File: config.mk
export PLATFORM = sky130hd
export DESIGN_NAME = host_page_window
export DESIGN_NICKNAME = d
export VERILOG_FILES = /design/src/rtl/hwin_pkg.sv /design/src/rtl/hwin_decode.sv /design/src/rtl/hwin_ctrl_regs.sv /design/src/rtl/hwin_id_rom.sv /design/src/rtl/host_page_window.sv
export SDC_FILE = /design/constraint.sdc
export NUM_CORES = 1
export LEC_CHECK = 0
export CORE_AREA = 2 2 102 104
export DETAILED_ROUTE_END_ITERATION = 10
export DIE_AREA = 0 0 104 106
export PLACE_DENSITY = 0.8
export REMOVE_ABC_BUFFERS = 1
export SYNTH_ARGS = -nofsm -noshare
export SYNTH_HDL_FRONTEND = slang
export SYNTH_SLANG_ARGS = --single-unit
File: constraint.sdc
create_clock -name clk -period 3.1 [get_ports clk]
set_input_delay 0.31 -clock clk [delete_from_list [all_inputs] [get_ports clk]]
set_output_delay 0.31 -clock clk [all_outputs]
set_load 0.02 [all_outputs]
File: src/rtl/hwin_pkg.sv
package hwin_pkg;

  // Window layout
  localparam int unsigned WIN_BYTES  = 32;
  localparam int unsigned CTRL_BYTES = 8;
  localparam int unsigned DATA_BASE  = 8;
  localparam int unsigned DATA_BYTES = 8;
  localparam int unsigned AW         = $clog2(WIN_BYTES);
  localparam int unsigned CIW        = $clog2(CTRL_BYTES);
  localparam int unsigned DIW        = $clog2(DATA_BYTES);

  // Control bit positions (decoded by the window logic)
  localparam int unsigned MAP_BIT    = 2;  // control byte 0
  localparam int unsigned ROMPG_BIT  = 3;  // control byte 0
  localparam int unsigned REGPG_BIT  = 1;  // control byte 1

  typedef enum logic [1:0] {
    AREA_CTRL = 2'd0,
    AREA_DATA = 2'd1,
    AREA_NONE = 2'd2
  } area_e;

  // Identity ROM byte for a given page and index
  function automatic logic [7:0] id_byte(
    input logic        page,
    input int unsigned idx,
    input logic [7:0]  mfr,
    input logic [7:0]  kind,
    input logic [7:0]  rev,
    input logic [23:0] cfg,
    input logic [47:0] station
  );
    logic [7:0] b;
    b = 8'h00;
    if (!page) begin
      case (idx)
        0: b = mfr;
        1: b = kind;
        2: b = rev;
        3: b = cfg[7:0];
        4: b = cfg[15:8];
        5: b = cfg[23:16];
        default: b = 8'h00;
      endcase
    end else begin
      if (idx >= 1 && idx <= 6) b = station[8*(6-idx) +: 8];
    end
    return b;
  endfunction

endpackage

File: src/rtl/hwin_decode.sv
module hwin_decode
  import hwin_pkg::*;
(
  input  logic [AW-1:0]  addr,
  input  logic           word,
  output area_e          area,
  output logic [CIW-1:0] ctrl_idx,
  output logic [DIW-1:0] data_idx
);

  localparam logic [AW-1:0] DATA_LO = AW'(DATA_BASE);
  localparam logic [AW-1:0] DATA_HI = AW'(DATA_BASE + DATA_BYTES - 1);
  localparam logic [AW-1:0] CTRL_HI = AW'(CTRL_BYTES - 1);

  logic [AW-1:0] eff;
  logic [AW-1:0] rel;

  always_comb begin
    eff = word ? {addr[AW-1:1], 1'b0} : addr;
    rel = eff - DATA_LO;
    if (eff <= CTRL_HI)                        area = AREA_CTRL;
    else if (eff >= DATA_LO && eff <= DATA_HI) area = AREA_DATA;
    else                                       area = AREA_NONE;
    ctrl_idx = eff[CIW-1:0];
    data_idx = rel[DIW-1:0];
  end

endmodule

File: src/rtl/hwin_ctrl_regs.sv
module hwin_ctrl_regs
  import hwin_pkg::*;
(
  input  logic           clk,
  input  logic           rst_n,
  input  logic           wr_en,
  input  logic           wr_word,
  input  logic [CIW-1:0] idx,
  input  logic [15:0]    wr_data,
  output logic [7:0]     rd_lo,
  output logic [7:0]     rd_hi,
  output logic           map_sel,
  output logic           rom_page,
  output logic           reg_page
);

  logic [7:0] bank_q [CTRL_BYTES];
  logic [7:0] bank_d [CTRL_BYTES];
  logic [CTRL_BYTES-1:0] bank_ce;

  logic [CIW-1:0] idx_hi;
  assign idx_hi = idx | CIW'(1);

  genvar g;
  generate
    for (g = 0; g < CTRL_BYTES; g++) begin : g_byte
      localparam logic [CIW-1:0] MY = CIW'(g);
      always_comb begin
        bank_ce[g] = 1'b0;
        bank_d[g]  = bank_q[g];
        if (wr_en) begin
          if (!wr_word && idx == MY) begin
            bank_ce[g] = 1'b1;
            bank_d[g]  = wr_data[7:0];
          end else if (wr_word && idx == MY) begin
            bank_ce[g] = 1'b1;
            bank_d[g]  = wr_data[7:0];
          end else if (wr_word && idx_hi == MY) begin
            bank_ce[g] = 1'b1;
            bank_d[g]  = wr_data[15:8];
          end
        end
      end

      always_ff @(posedge clk or negedge rst_n) begin
        if (!rst_n)          bank_q[g] <= 8'h00;
        else if (bank_ce[g]) bank_q[g] <= bank_d[g];
      end
    end
  endgenerate

  assign rd_lo    = bank_q[idx];
  assign rd_hi    = bank_q[idx_hi];
  assign map_sel  = bank_q[0][MAP_BIT];
  assign rom_page = bank_q[0][ROMPG_BIT];
  assign reg_page = bank_q[1][REGPG_BIT];

  AST_BYTE_READBACK: assert property (@(posedge clk) disable iff (!rst_n)
    (wr_en && !wr_word) |=> (bank_q[$past(idx)] == $past(wr_data[7:0])))
    else $error("control byte lost its written value");

  AST_WORD_HIGH_READBACK: assert property (@(posedge clk) disable iff (!rst_n)
    (wr_en && wr_word) |=> (bank_q[$past(idx_hi)] == $past(wr_data[15:8])))
    else $error("word write high byte misplaced");

endmodule

File: src/rtl/hwin_id_rom.sv
module hwin_id_rom
  import hwin_pkg::*;
#(
  parameter logic [7:0]  MFR_CODE    = 8'h4D,
  parameter logic [7:0]  ADAPTER     = 8'h08,
  parameter logic [7:0]  REVISION    = 8'h03,
  parameter logic [47:0] STATION     = 48'hA1B2C3D4E5F6
) (
  input  logic           page,
  input  logic [DIW-1:0] idx,
  input  logic [23:0]    cfg,
  output logic [7:0]     byte_lo,
  output logic [7:0]     byte_hi
);

  logic [7:0] tab0 [DATA_BYTES];
  logic [7:0] tab1 [DATA_BYTES];

  genvar g;
  generate
    for (g = 0; g < DATA_BYTES; g++) begin : g_rom
      assign tab0[g] = id_byte(1'b0, g, MFR_CODE, ADAPTER, REVISION, cfg, STATION);
      assign tab1[g] = id_byte(1'b1, g, MFR_CODE, ADAPTER, REVISION, cfg, STATION);
    end
  endgenerate

  logic [DIW-1:0] idx_hi;
  assign idx_hi  = idx | DIW'(1);
  assign byte_lo = page ? tab1[idx]    : tab0[idx];
  assign byte_hi = page ? tab1[idx_hi] : tab0[idx_hi];

endmodule

File: src/rtl/host_page_window.sv
module host_page_window
  import hwin_pkg::*;
#(
  parameter logic [7:0]  MFR_CODE = 8'h4D,
  parameter logic [7:0]  ADAPTER  = 8'h08,
  parameter logic [7:0]  REVISION = 8'h03,
  parameter logic [47:0] STATION  = 48'hA1B2C3D4E5F6
) (
  input  logic          clk,
  input  logic          rst_n,
  input  logic          bus_en,
  input  logic          bus_we,
  input  logic          bus_word,
  input  logic [AW-1:0] bus_addr,
  input  logic [15:0]   bus_wdata,
  output logic [15:0]   bus_rdata,
  input  logic [23:0]   cfg_mirror,
  output logic          ctl_en,
  output logic          ctl_we,
  output logic          ctl_word,
  output logic [3:0]    ctl_regsel,
  output logic [15:0]   ctl_wdata,
  input  logic [15:0]   ctl_rdata
);

  // Reset: asserted asynchronously, released on a clock edge
  logic [1:0] rst_sync_q;
  logic       rst_i_n;
  always_ff @(posedge clk or negedge rst_n) begin
    if (!rst_n) rst_sync_q <= 2'b00;
    else        rst_sync_q <= {rst_sync_q[0], 1'b1};
  end
  assign rst_i_n = rst_sync_q[1];

  // Address decode
  area_e          area;
  logic [CIW-1:0] ctrl_idx;
  logic [DIW-1:0] data_idx;

  hwin_decode u_decode (
    .addr     (bus_addr),
    .word     (bus_word),
    .area     (area),
    .ctrl_idx (ctrl_idx),
    .data_idx (data_idx)
  );

  // Local control bank
  logic       ctrl_wr;
  logic [7:0] ctrl_lo, ctrl_hi;
  logic       map_sel, rom_page, reg_page;

  assign ctrl_wr = bus_en && bus_we && (area == AREA_CTRL);

  hwin_ctrl_regs u_ctrl (
    .clk      (clk),
    .rst_n    (rst_i_n),
    .wr_en    (ctrl_wr),
    .wr_word  (bus_word),
    .idx      (ctrl_idx),
    .wr_data  (bus_wdata),
    .rd_lo    (ctrl_lo),
    .rd_hi    (ctrl_hi),
    .map_sel  (map_sel),
    .rom_page (rom_page),
    .reg_page (reg_page)
  );

  // Identity ROM
  logic [7:0] rom_lo, rom_hi;

  hwin_id_rom #(
    .MFR_CODE (MFR_CODE),
    .ADAPTER  (ADAPTER),
    .REVISION (REVISION),
    .STATION  (STATION)
  ) u_rom (
    .page    (rom_page),
    .idx     (data_idx),
    .cfg     (cfg_mirror),
    .byte_lo (rom_lo),
    .byte_hi (rom_hi)
  );

  // Controller forwarding
  logic fwd;
  assign fwd        = bus_en && (area == AREA_DATA) && map_sel;
  assign ctl_en     = fwd;
  assign ctl_we     = fwd && bus_we;
  assign ctl_word   = fwd && bus_word;
  assign ctl_regsel = {reg_page, data_idx};
  assign ctl_wdata  = fwd ? bus_wdata : 16'h0000;

  // Read path: next-state and register
  logic        rd_fire;
  logic [15:0] rdata_d;
  logic [15:0] rdata_q;

  assign rd_fire = bus_en && !bus_we;

  always_comb begin
    rdata_d = 16'h0000;
    unique case (area)
      AREA_CTRL: rdata_d = bus_word ? {ctrl_hi, ctrl_lo} : {8'h00, ctrl_lo};
      AREA_DATA: begin
        if (map_sel) rdata_d = bus_word ? ctl_rdata : {8'h00, ctl_rdata[7:0]};
        else         rdata_d = bus_word ? {rom_hi, rom_lo} : {8'h00, rom_lo};
      end
      default:   rdata_d = 16'h0000;
    endcase
  end

  always_ff @(posedge clk or negedge rst_i_n) begin
    if (!rst_i_n)     rdata_q <= 16'h0000;
    else if (rd_fire) rdata_q <= rdata_d;
  end

  assign bus_rdata = rdata_q;

  AST_ROM_BLOCKS_CTL: assert property (@(posedge clk) disable iff (!rst_i_n)
    !map_sel |-> !ctl_en)
    else $error("controller strobed while ROM mapped");

  AST_TOP_SELECT: assert property (@(posedge clk) disable iff (!rst_i_n)
    ctl_en |-> (ctl_regsel[3] == reg_page))
    else $error("top select line does not follow register page");

  AST_CTL_IN_WINDOW: assert property (@(posedge clk) disable iff (!rst_i_n)
    ctl_en |-> (bus_addr >= AW'(DATA_BASE) && bus_addr < AW'(DATA_BASE + DATA_BYTES)))
    else $error("controller strobed outside data window");

  AST_RDATA_HOLD: assert property (@(posedge clk) disable iff (!rst_i_n)
    !$past(rd_fire) |-> $stable(bus_rdata))
    else $error("read data moved without a read");

endmodule

==> insert_results.sql, run 1 <==
INSERT INTO impl_metrics (metric_group, metric, value, unit) VALUES
('outcome', 'result_of_the_run', 'completed', ''),
('yosys', 'ys_async_sr_fraction', '100.0', '%'),
('yosys', 'synth_sequential_area_ratio', '40.38', '%'),
('finish', 'final_core_utilization', '65.64', '%'),
('drt', 'detail_route.wl_per_cell', '21.29', 'um'),
('yosys', 'dominantRegCellSynth', 'sky130_fd_sc_hd__dfrtp_1', ''),
('finish', 'post_layout_nonfiller_instances', '758', ''),
('finish', 'final_layout_size_suffix_gt1_share', '17.68', '%'),
('floorplan', 'dieArea', '11020', 'sq um'),
('cts', 'clk_pin_slew', '0.08', 'ns'),
('sta', 'share_of_the_clock_period_used_by_the_worst_path_after_layout', '92.76', '%'),
('floorplan', 'chip_height', '106', 'um'),
('floorplan', 'die_width', '104', 'um'),
('yosys', 'mappedNetlistArea', '5081', 'sq um'),
('yosys', 'postSynthAreaPerCell', '9.983', 'sq um'),
('yosys', 'postSynthCellCount', '509', ''),
('cts', 'cts-root-to-sink-buffers', '2', ''),
('sta', 'post-route-min-period', '2.876', 'ns'),
('yosys', 'number_of_flops_mapped_to_enable_cells_by_yosys', '0', ''),
('global_route', 'global_route_wire_length_before_repair', '25.78', 'mm'),
('placed_design', 'place_inst', '742', ''),
('pwr', 'irDropWorstVdd', '0.2439', 'mV'),
('cts', 'post-cts-setup-buffers', '0', ''),
('global_route', 'first_global_vias', '4777', ''),
('floorplan', 'rows', '37', ''),
('finish', 'num-nets-final', '688', ''),
('global_route', 'grt_start_max_net_pins', '81', ''),
('worst_setup_path', 'crit_path_cell_trace', 'clkdlybuf4s50_1 -> ha_1 -> a31o_2 -> nor3_2 -> buf_4 -> and2_1 -> clkdlybuf4s50_1', ''),
('yosys', 'netlist.area_leader.share', '40.38', '%'),
('drt', 'drcViolationCount', '0', ''),
('worst_setup_path', 'family_with_the_most_delay_on_the_worst_path', 'buffers and inverters', ''),
('global_route', 'overall_routing_resource_usage', '30.06', '%'),
('sta', 'final-setup-viol-count', '0', ''),
('finish', 'postLayoutCellArea', '6564', 'sq um'),
('worst_setup_path', 'crit_buf_inv', '3', ''),
('drt', 'viasPerCell', '6.293', ''),
('sta', 'slew-limit-headroom', '11.80', '%'),
('drt', 'first_pass_iters', '5', ''),
('worst_setup_path', 'worstSetupStartpointType', 'input pin', ''),
('worst_setup_path', 'criticalPathCategory', 'input pin to output port', ''),
('drt', 'initialDrtViolationCount', '440', ''),
('placed_design', 'buffer_ports.inserted', '104', ''),
('cts', 'clock_latency', '0.36', 'ns'),
('cts', 'cts_inserted_buffers', '9', ''),
('yosys', 'synth.distinct_cells', '57', ''),
('yosys', 'synth_top_area_cell', 'sky130_fd_sc_hd__dfrtp_1', ''),
('sta', 'worst_clock_skew', '0.01206', 'ns'),
('worst_setup_path', 'worstSetupEndpointType', 'output port', ''),
('yosys', 'synth.area.top_cells', 'sky130_fd_sc_hd__dfrtp_1, sky130_fd_sc_hd__mux2i_1, sky130_fd_sc_hd__mux2_2, sky130_fd_sc_hd__mux4_2, sky130_fd_sc_hd__nand2_1', ''),
('worst_setup_path', 'worst_path_max_stage_delay', '0.60', 'ns'),
('sta', 'worst_slew_pin_slew', '1.316', 'ns'),
('yosys', 'post-synth-top-count-cell', 'sky130_fd_sc_hd__dfrtp_1', ''),
('floorplan', 'boundaryPins', '105', ''),
('cts', 'clock-sinks', '82', ''),
('worst_setup_path', 'r2r_start', 'u_ctrl.rom_page$_DFFE_PN0P_', ''),
('worst_setup_path', 'cp_data_required_time', '2.79', 'ns'),
('cts', 'clk_root_buffer_cell', 'sky130_fd_sc_hd__clkbuf_8', ''),
('finish', 'antennaDiodeCount', '0', ''),
('sta', 'rsz0062_at_grt', 'no', ''),
('worst_hold_path', 'hold_path.class', 'input pin to async pin', ''),
('floorplan', 'floorplan.initialDensity', '50.81', '%'),
('sta', 'timing_hold_violations_final', '0', ''),
('pwr', 'p_per_area', '477.0', 'nW/um^2'),
('sta', 'max_freq', '347.7', 'MHz'),
('placed_design', 'place.detailed.hpwl', '11.32', 'mm'),
('job', 'maxCapViolCount', '0', ''),
('yosys', 'synth_commonest_cells', 'sky130_fd_sc_hd__dfrtp_1, sky130_fd_sc_hd__nand2_1, sky130_fd_sc_hd__mux2i_1', ''),
('yosys', 'synthesis.yosys.warnings', '0', ''),
('cts', 'cts_tree', 'built', ''),
('drt', 'detailed_route_via_count', '4770', ''),
('worst_setup_path', 'cpMaxStageDelayCell', 'sky130_fd_sc_hd__clkdlybuf4s50_1', '');
## layer usage
metal  track usage (%)  wire [um]  part of all wire (%)
met3             6.744       1546                   9.6
met1             38.47       6303                    39
met2             48.12       7617                    47
met4             15.54        671                   4.2
met5                 0          0                     0
## final timing paths
check / end / slack, ns / cells past startpoint
max in group asynchronous: u_ctrl.bank_q[40]$_DFFE_PN0P_ / 1.94 / 0
max reg2reg: bus_rdata[10]$_DFFE_PN0P_ / 1.19 / 5
max: ctl_word / 0.22 / 7
min reg2reg: rst_sync_q[1]$_DFF_PN0_ / 0.36 / 0
min: rst_sync_q[1]$_DFF_PN0_ / 0.1 / 1
min in group clk: rst_sync_q[1]$_DFF_PN0_ / 0.36 / 0
## area by class of cell
cell class	instances	area, sq um
Clock inverter	5	60.06
Multi-Input combinational cell	381	2824
Fill cell	784	3436
Inverter	7	26.28
Clock buffer	11	151.4
Sequential cell	82	2056
Timing Repair Buffer	136	1276
Tap cell	136	170.2
## worst reg2reg max path: cells and delay by family (launching register included)
family          cells  cell delay [ns]
flops               1             0.63
compound gates      4             0.91
buf+inv             1             0.29
## where the power goes
part	switching, mW	leakage, nW	internal [mW]
registers	0.158	1.06	1.26
clock network	0.412	0.106	0.419
logic	0.438	1.62	0.446
## cells by family (layout without fill, tap and decap cells)
kind of cell / count (synthesis) / count (layout) / share of synthesized area [%]
other cells: 1 / 1 / 0.07380
flops: 82 / 82 / 40.38
compound gates: 121 / 121 / 15.02
fa+ha+maj: 5 / 5 / 1.231
buf+inv: 46 / 159 / 4.334
mux: 93 / 93 / 22.85
simple gates: 161 / 161 / 16.10
## through the flow
stage	TNS (ns)	total power, mW	setup WS (ns)
floorplan	-1.127	1.882	-0.06264
global placement	0	2.255	0.2619
detailed placement	0	2.299	0.2572
CTS	0	3.112	0.2491
global route	0	3.265	0.1560
finish	0	3.131	0.2243
## flip-flops by register name, summed over array words and instances, names as in the netlist
signal / cells
u_ctrl.bank_q: 61
bus_rdata: 16
rst_sync_q: 2
u_ctrl.map_sel: 1
u_ctrl.reg_page: 1
u_ctrl.rom_page: 1
## cells in the final DEF, fill, tap and decap left out, types with 15 or more instances in the layout
cell,instances
sky130_fd_sc_hd__nor2_1,25
sky130_fd_sc_hd__dfrtp_1,81
sky130_fd_sc_hd__o21ai_0,37
sky130_fd_sc_hd__buf_4,32
sky130_fd_sc_hd__nand2_1,63
sky130_fd_sc_hd__mux2_2,33
sky130_fd_sc_hd__clkdlybuf4s50_1,103
sky130_fd_sc_hd__mux4_2,15
sky130_fd_sc_hd__and2_1,20
sky130_fd_sc_hd__a21oi_1,30
sky130_fd_sc_hd__mux2i_1,44
Power figures use the tool's default switching activity.
==> run 2: changes to the inputs <==
Settings changed: ABC_CLOCK_PERIOD_IN_PS set to 3100, SKIP_CTS_REPAIR_TIMING set to 1.
==> results of run 2 <==
No change in the layout: final DEF, timing and power equal those of run 1.
==> run 3: changes to the inputs <==
Settings changed: CORE_AREA 2 2 102 104 to 2 2 103 105, DIE_AREA 0 0 104 106 to 0 0 105 107, SYNTH_HIERARCHICAL set to 1.
==> run 3 against run 2 <==
Count of clock-buffer cells in the layout is 1 lower. Clock skew is 0.0038 ns lower. Worst setup slack improved by 0.20 ns. Critical path type unchanged. Non-clock buffer count shrank 18. Via count decreased by 18%. First-iteration DRC count decreased by 54%. Global-route usage shrank 4.9 points. Critical path depth down 1. Fmax up 7.5%. Worst hold slack better by 0.014 ns.
==> insert_results.sql, run 3 <==
INSERT INTO impl_metrics (metric_group, metric, value, unit) VALUES
('yosys', 'post-synth-top-count-cell', 'sky130_fd_sc_hd__mux2_2', ''),
('worst_setup_path', 'worst_path_max_stage_delay', '0.61', 'ns'),
('floorplan', 'chip_height', '107', 'um'),
('drt', 'first_pass_iters', '5', ''),
('cts', 'clock-sinks', '82', ''),
('pwr', 'p_per_area', '508.4', 'nW/um^2'),
('floorplan', 'dieArea', '11240', 'sq um'),
('placed_design', 'place_inst', '651', ''),
('worst_setup_path', 'worstSetupStartpointType', 'input pin', ''),
('sta', 'post-route-min-period', '2.675', 'ns'),
('finish', 'area_growth_syn_to_layout', '24.76', '%'),
('worst_setup_path', 'cp_data_required_time', '2.79', 'ns'),
('drt', 'drcViolationCount', '0', ''),
('yosys', 'mappedNetlistArea', '5195', 'sq um'),
('sta', 'worst_clock_skew', '0.008294', 'ns'),
('drt', 'initialDrtViolationCount', '204', ''),
('worst_setup_path', 'worst_reg_to_reg_setup_slack', '0.96', 'ns'),
('pwr', 'irDropWorstVdd', '0.2617', 'mV'),
('cts', 'clk_root_buffer_cell', 'sky130_fd_sc_hd__clkbuf_8', ''),
('cts', 'clk_pin_slew', '0.08', 'ns'),
('job', 'maxCapViolCount', '0', ''),
('sta', 'report.final.slew_viol_count', '0', ''),
('placed_design', 'gpl.final_weighted_congestion', '0.9038', ''),
('global_route', 'overall_routing_resource_usage', '25.16', '%'),
('yosys', 'netlist.area_leader.share', '39.50', '%'),
('pwr', 'power.share.switching', '28.99', '%'),
('worst_setup_path', 'cpMaxStageDelayCell', 'sky130_fd_sc_hd__clkdlybuf4s50_1', ''),
('sta', 'rsz0062_at_grt', 'no', ''),
('yosys', 'synth.distinct_cells', '58', ''),
('pwr', 'share_comb_of_total_power', '27.9', '%'),
('global_route', 'antenna_violations_before_repair', '0', ''),
('drt', 'wirelength', '13.70', 'mm'),
('pwr', 'switching_power', '955.5', 'uW'),
('yosys', 'synth-seq-cells', '82', ''),
('global_route', 'global_route_wire_length_before_repair', '21.91', 'mm'),
('sta', 'final-setup-viol-count', '0', ''),
('drt', 'detail_route.wl_per_cell', '20.54', 'um'),
('floorplan', 'die_width', '105', 'um'),
('worst_hold_path', 'hold_path.class', 'input pin to async pin', ''),
('yosys', 'number_of_flops_mapped_to_enable_cells_by_yosys', '0', ''),
('sta', 'worst_slew_pin_slew', '1.009', 'ns'),
('worst_setup_path', 'family_with_the_most_delay_on_the_worst_path', 'buffers and inverters', ''),
('floorplan', 'floorplan.initialDensity', '51.48', '%'),
('placed_design', 'place.detailed.hpwl', '9.898', 'mm'),
('yosys', 'synth_sequential_area_ratio', '39.50', '%'),
('sta', 'timing_hold_violations_final', '0', ''),
('sta', 'slew-limit-headroom', '32.73', '%'),
('pwr', 'internal_power', '2.340', 'mW'),
('yosys', 'synth.area.top_cells', 'sky130_fd_sc_hd__dfrtp_1, sky130_fd_sc_hd__mux2_2, sky130_fd_sc_hd__mux4_2, sky130_fd_sc_hd__mux2i_1, sky130_fd_sc_hd__a22o_1', ''),
('yosys', 'synth_commonest_cells', 'sky130_fd_sc_hd__mux2_2, sky130_fd_sc_hd__dfrtp_1, sky130_fd_sc_hd__mux2i_1', ''),
('finish', 'antennaDiodeCount', '0', ''),
('floorplan', 'rows', '37', ''),
('finish', 'regMostFlops', 'u_ctrl/bank_q', ''),
('placed_design', 'placedInstanceArea', '6248', 'sq um'),
('worst_setup_path', 'worstSetupEndpointType', 'output port', ''),
('cts', 'cts_inserted_buffers', '9', ''),
('yosys', 'dominantRegCellSynth', 'sky130_fd_sc_hd__dfrtp_1', ''),
('worst_setup_path', 'crit_path_cell_trace', 'clkdlybuf4s50_1 -> nor2b_2 -> and4b_1 -> buf_4 -> and2_1 -> clkdlybuf4s50_1', ''),
('worst_setup_path', 'criticalPathCategory', 'input pin to output port', ''),
('sta', 'max_freq', '373.8', 'MHz'),
('yosys', 'postSynthCellCount', '433', ''),
('worst_setup_path', 'critPathArrivalTime', '2.36', 'ns'),
('placed_design', 'buffer_ports.inserted', '104', ''),
('yosys', 'ys_async_sr_fraction', '100.0', '%'),
('cts', 'h-tree-depth', '3', ''),
('floorplan', 'core_area', '10090', 'sq um'),
('cts', 'clock_latency', '0.35', 'ns'),
('finish', 'number_of_flip_flops_under_the_largest_register_name', '61', ''),
('global_route', 'first_global_vias', '4008', ''),
('floorplan', 'boundaryPins', '105', ''),
('sta', 'tns', '0', 'ns'),
('sta', 'share_of_the_clock_period_used_by_the_worst_path_after_layout', '86.29', '%'),
('finish', 'post_layout_nonfiller_instances', '667', ''),
('drt', 'detailed_route_via_count', '3903', ''),
('finish', 'layout_common_cells', 'sky130_fd_sc_hd__clkdlybuf4s50_1, sky130_fd_sc_hd__mux2_2, sky130_fd_sc_hd__dfrtp_1', ''),
('global_route', 'grt_start_max_net_pins', '81', ''),
('finish', 'num-nets-final', '602', ''),
('yosys', 'synth_top_area_cell', 'sky130_fd_sc_hd__dfrtp_1', ''),
('drt', 'route.antenna.remaining_nets', '0', ''),
('worst_setup_path', 'critPathMostFrequentCell', 'sky130_fd_sc_hd__clkdlybuf4s50_1', ''),
('outcome', 'result_of_the_run', 'completed', ''),
('worst_setup_path', 'critical_path.max_fanout', '13', ''),
('yosys', 'synthesis.yosys.warnings', '6', ''),
('finish', 'postLayoutCellArea', '6481', 'sq um'),
('yosys', 'postSynthAreaPerCell', '12.00', 'sq um'),
('worst_setup_path', 'crit_buf_inv', '3', ''),
('pwr', 'static-leakage-power', '2.752', 'nW'),
('pwr', 'share_clk_of_total_power', '27.7', '%'),
('pwr', 'power.sequential.fraction', '44.5', '%'),
('finish', 'final_layout_size_suffix_gt1_share', '29.00', '%'),
('drt', 'viasPerCell', '5.852', ''),
('cts', 'cts-root-to-sink-buffers', '2', ''),
('cts', 'cts_tree', 'built', ''),
('global_route', 'grt.overflow.total', '0', ''),
('finish', 'layout_commonest_cell', 'sky130_fd_sc_hd__clkdlybuf4s50_1', '');
run 3: worst reg2reg max path, cell delays in order, from the launching register on:
cell,delay (ns)
sky130_fd_sc_hd__dfrtp_1,0.95
sky130_fd_sc_hd__nor2_1,0.18
sky130_fd_sc_hd__o211a_1,0.18
sky130_fd_sc_hd__a221o_1,0.26
sky130_fd_sc_hd__mux2i_1,0.16
sky130_fd_sc_hd__a21oi_1,0.09
sky130_fd_sc_hd__a22o_1,0.21
run 3: power groups by stage:
| stage | Clock, mW | Combinational [mW] | Sequential, mW |
|---|---|---|---|
| global route | 0.976 | 0.989 | 1.49 |
| global placement | 0 | 0.885 | 1.46 |
| detailed placement | 0 | 0.912 | 1.48 |
| CTS | 0.927 | 0.917 | 1.46 |
| floorplan | 0 | 0.547 | 1.46 |
| finish | 0.911 | 0.919 | 1.46 |
run 3: area by class of cell:
type	instances	area, sq um
fill	813	3611
multi-input combinational	310	2855
sequential	82	2056
timing repair buffer	118	1149
tap	136	170.2
clock buffer	10	127.6
clock inverter	6	105.1
inverter	5	18.77
run 3: cell families after synthesis:
kind of cell,count (synthesis),synth area share [%]
muxes,125,29.48
and+or+nand+nor,93,11.63
DFF,82,39.50
AOI/OAI and AO/OA,81,11.32
buffers and inverters,41,5.588
adders and majority gates,10,2.408
other,1,0.07219
run 3: metal layers:
| layer | GRT usage, % | vias up | wire [um] |
|---|---|---|---|
| met5 | 0 | - | 0 |
| met4 | 8.286 | 0 | 325 |
| met3 | 6.626 | 28 | 966 |
| met2 | 41.37 | 169 | 6588 |
| met1 | 32.51 | 1914 | 5816 |
| li1 | - | 1792 | - |
run 3: path summary, 6_finish.rpt:
check | startpoint | to | depth (start not counted)
max reg2reg | u_ctrl/rom_page$_DFFE_PN0P_ | bus_rdata[2]$_DFFE_PN0P_ | 6
max | bus_addr[4] | ctl_word | 6
min | rst_n | rst_sync_q[1]$_DFF_PN0_ | 1
min in group clk | rst_sync_q[0]$_DFF_PN0_ | rst_sync_q[1]$_DFF_PN0_ | 0
max in group asynchronous | rst_sync_q[1]$_DFF_PN0_ | u_ctrl/bank_q[8]$_DFFE_PN0P_ | 0
min reg2reg | rst_sync_q[0]$_DFF_PN0_ | rst_sync_q[1]$_DFF_PN0_ | 0
run 3: stage by stage:
step / hold slack (ns) / utilization, % / setup slack [ns] / power (mW)
after floorplan: 0.01441 / - / 0.3087 / 2.008
after CTS: 0.1025 / 64.22 / 0.4530 / 3.306
final: 0.1139 / 64.22 / 0.4250 / 3.295
after global placement: 0.3354 / 61.91 / 0.5545 / 2.346
after detailed placement: 0.3450 / 61.91 / 0.4605 / 2.394
after global routing: 0.09066 / 64.22 / 0.3573 / 3.457
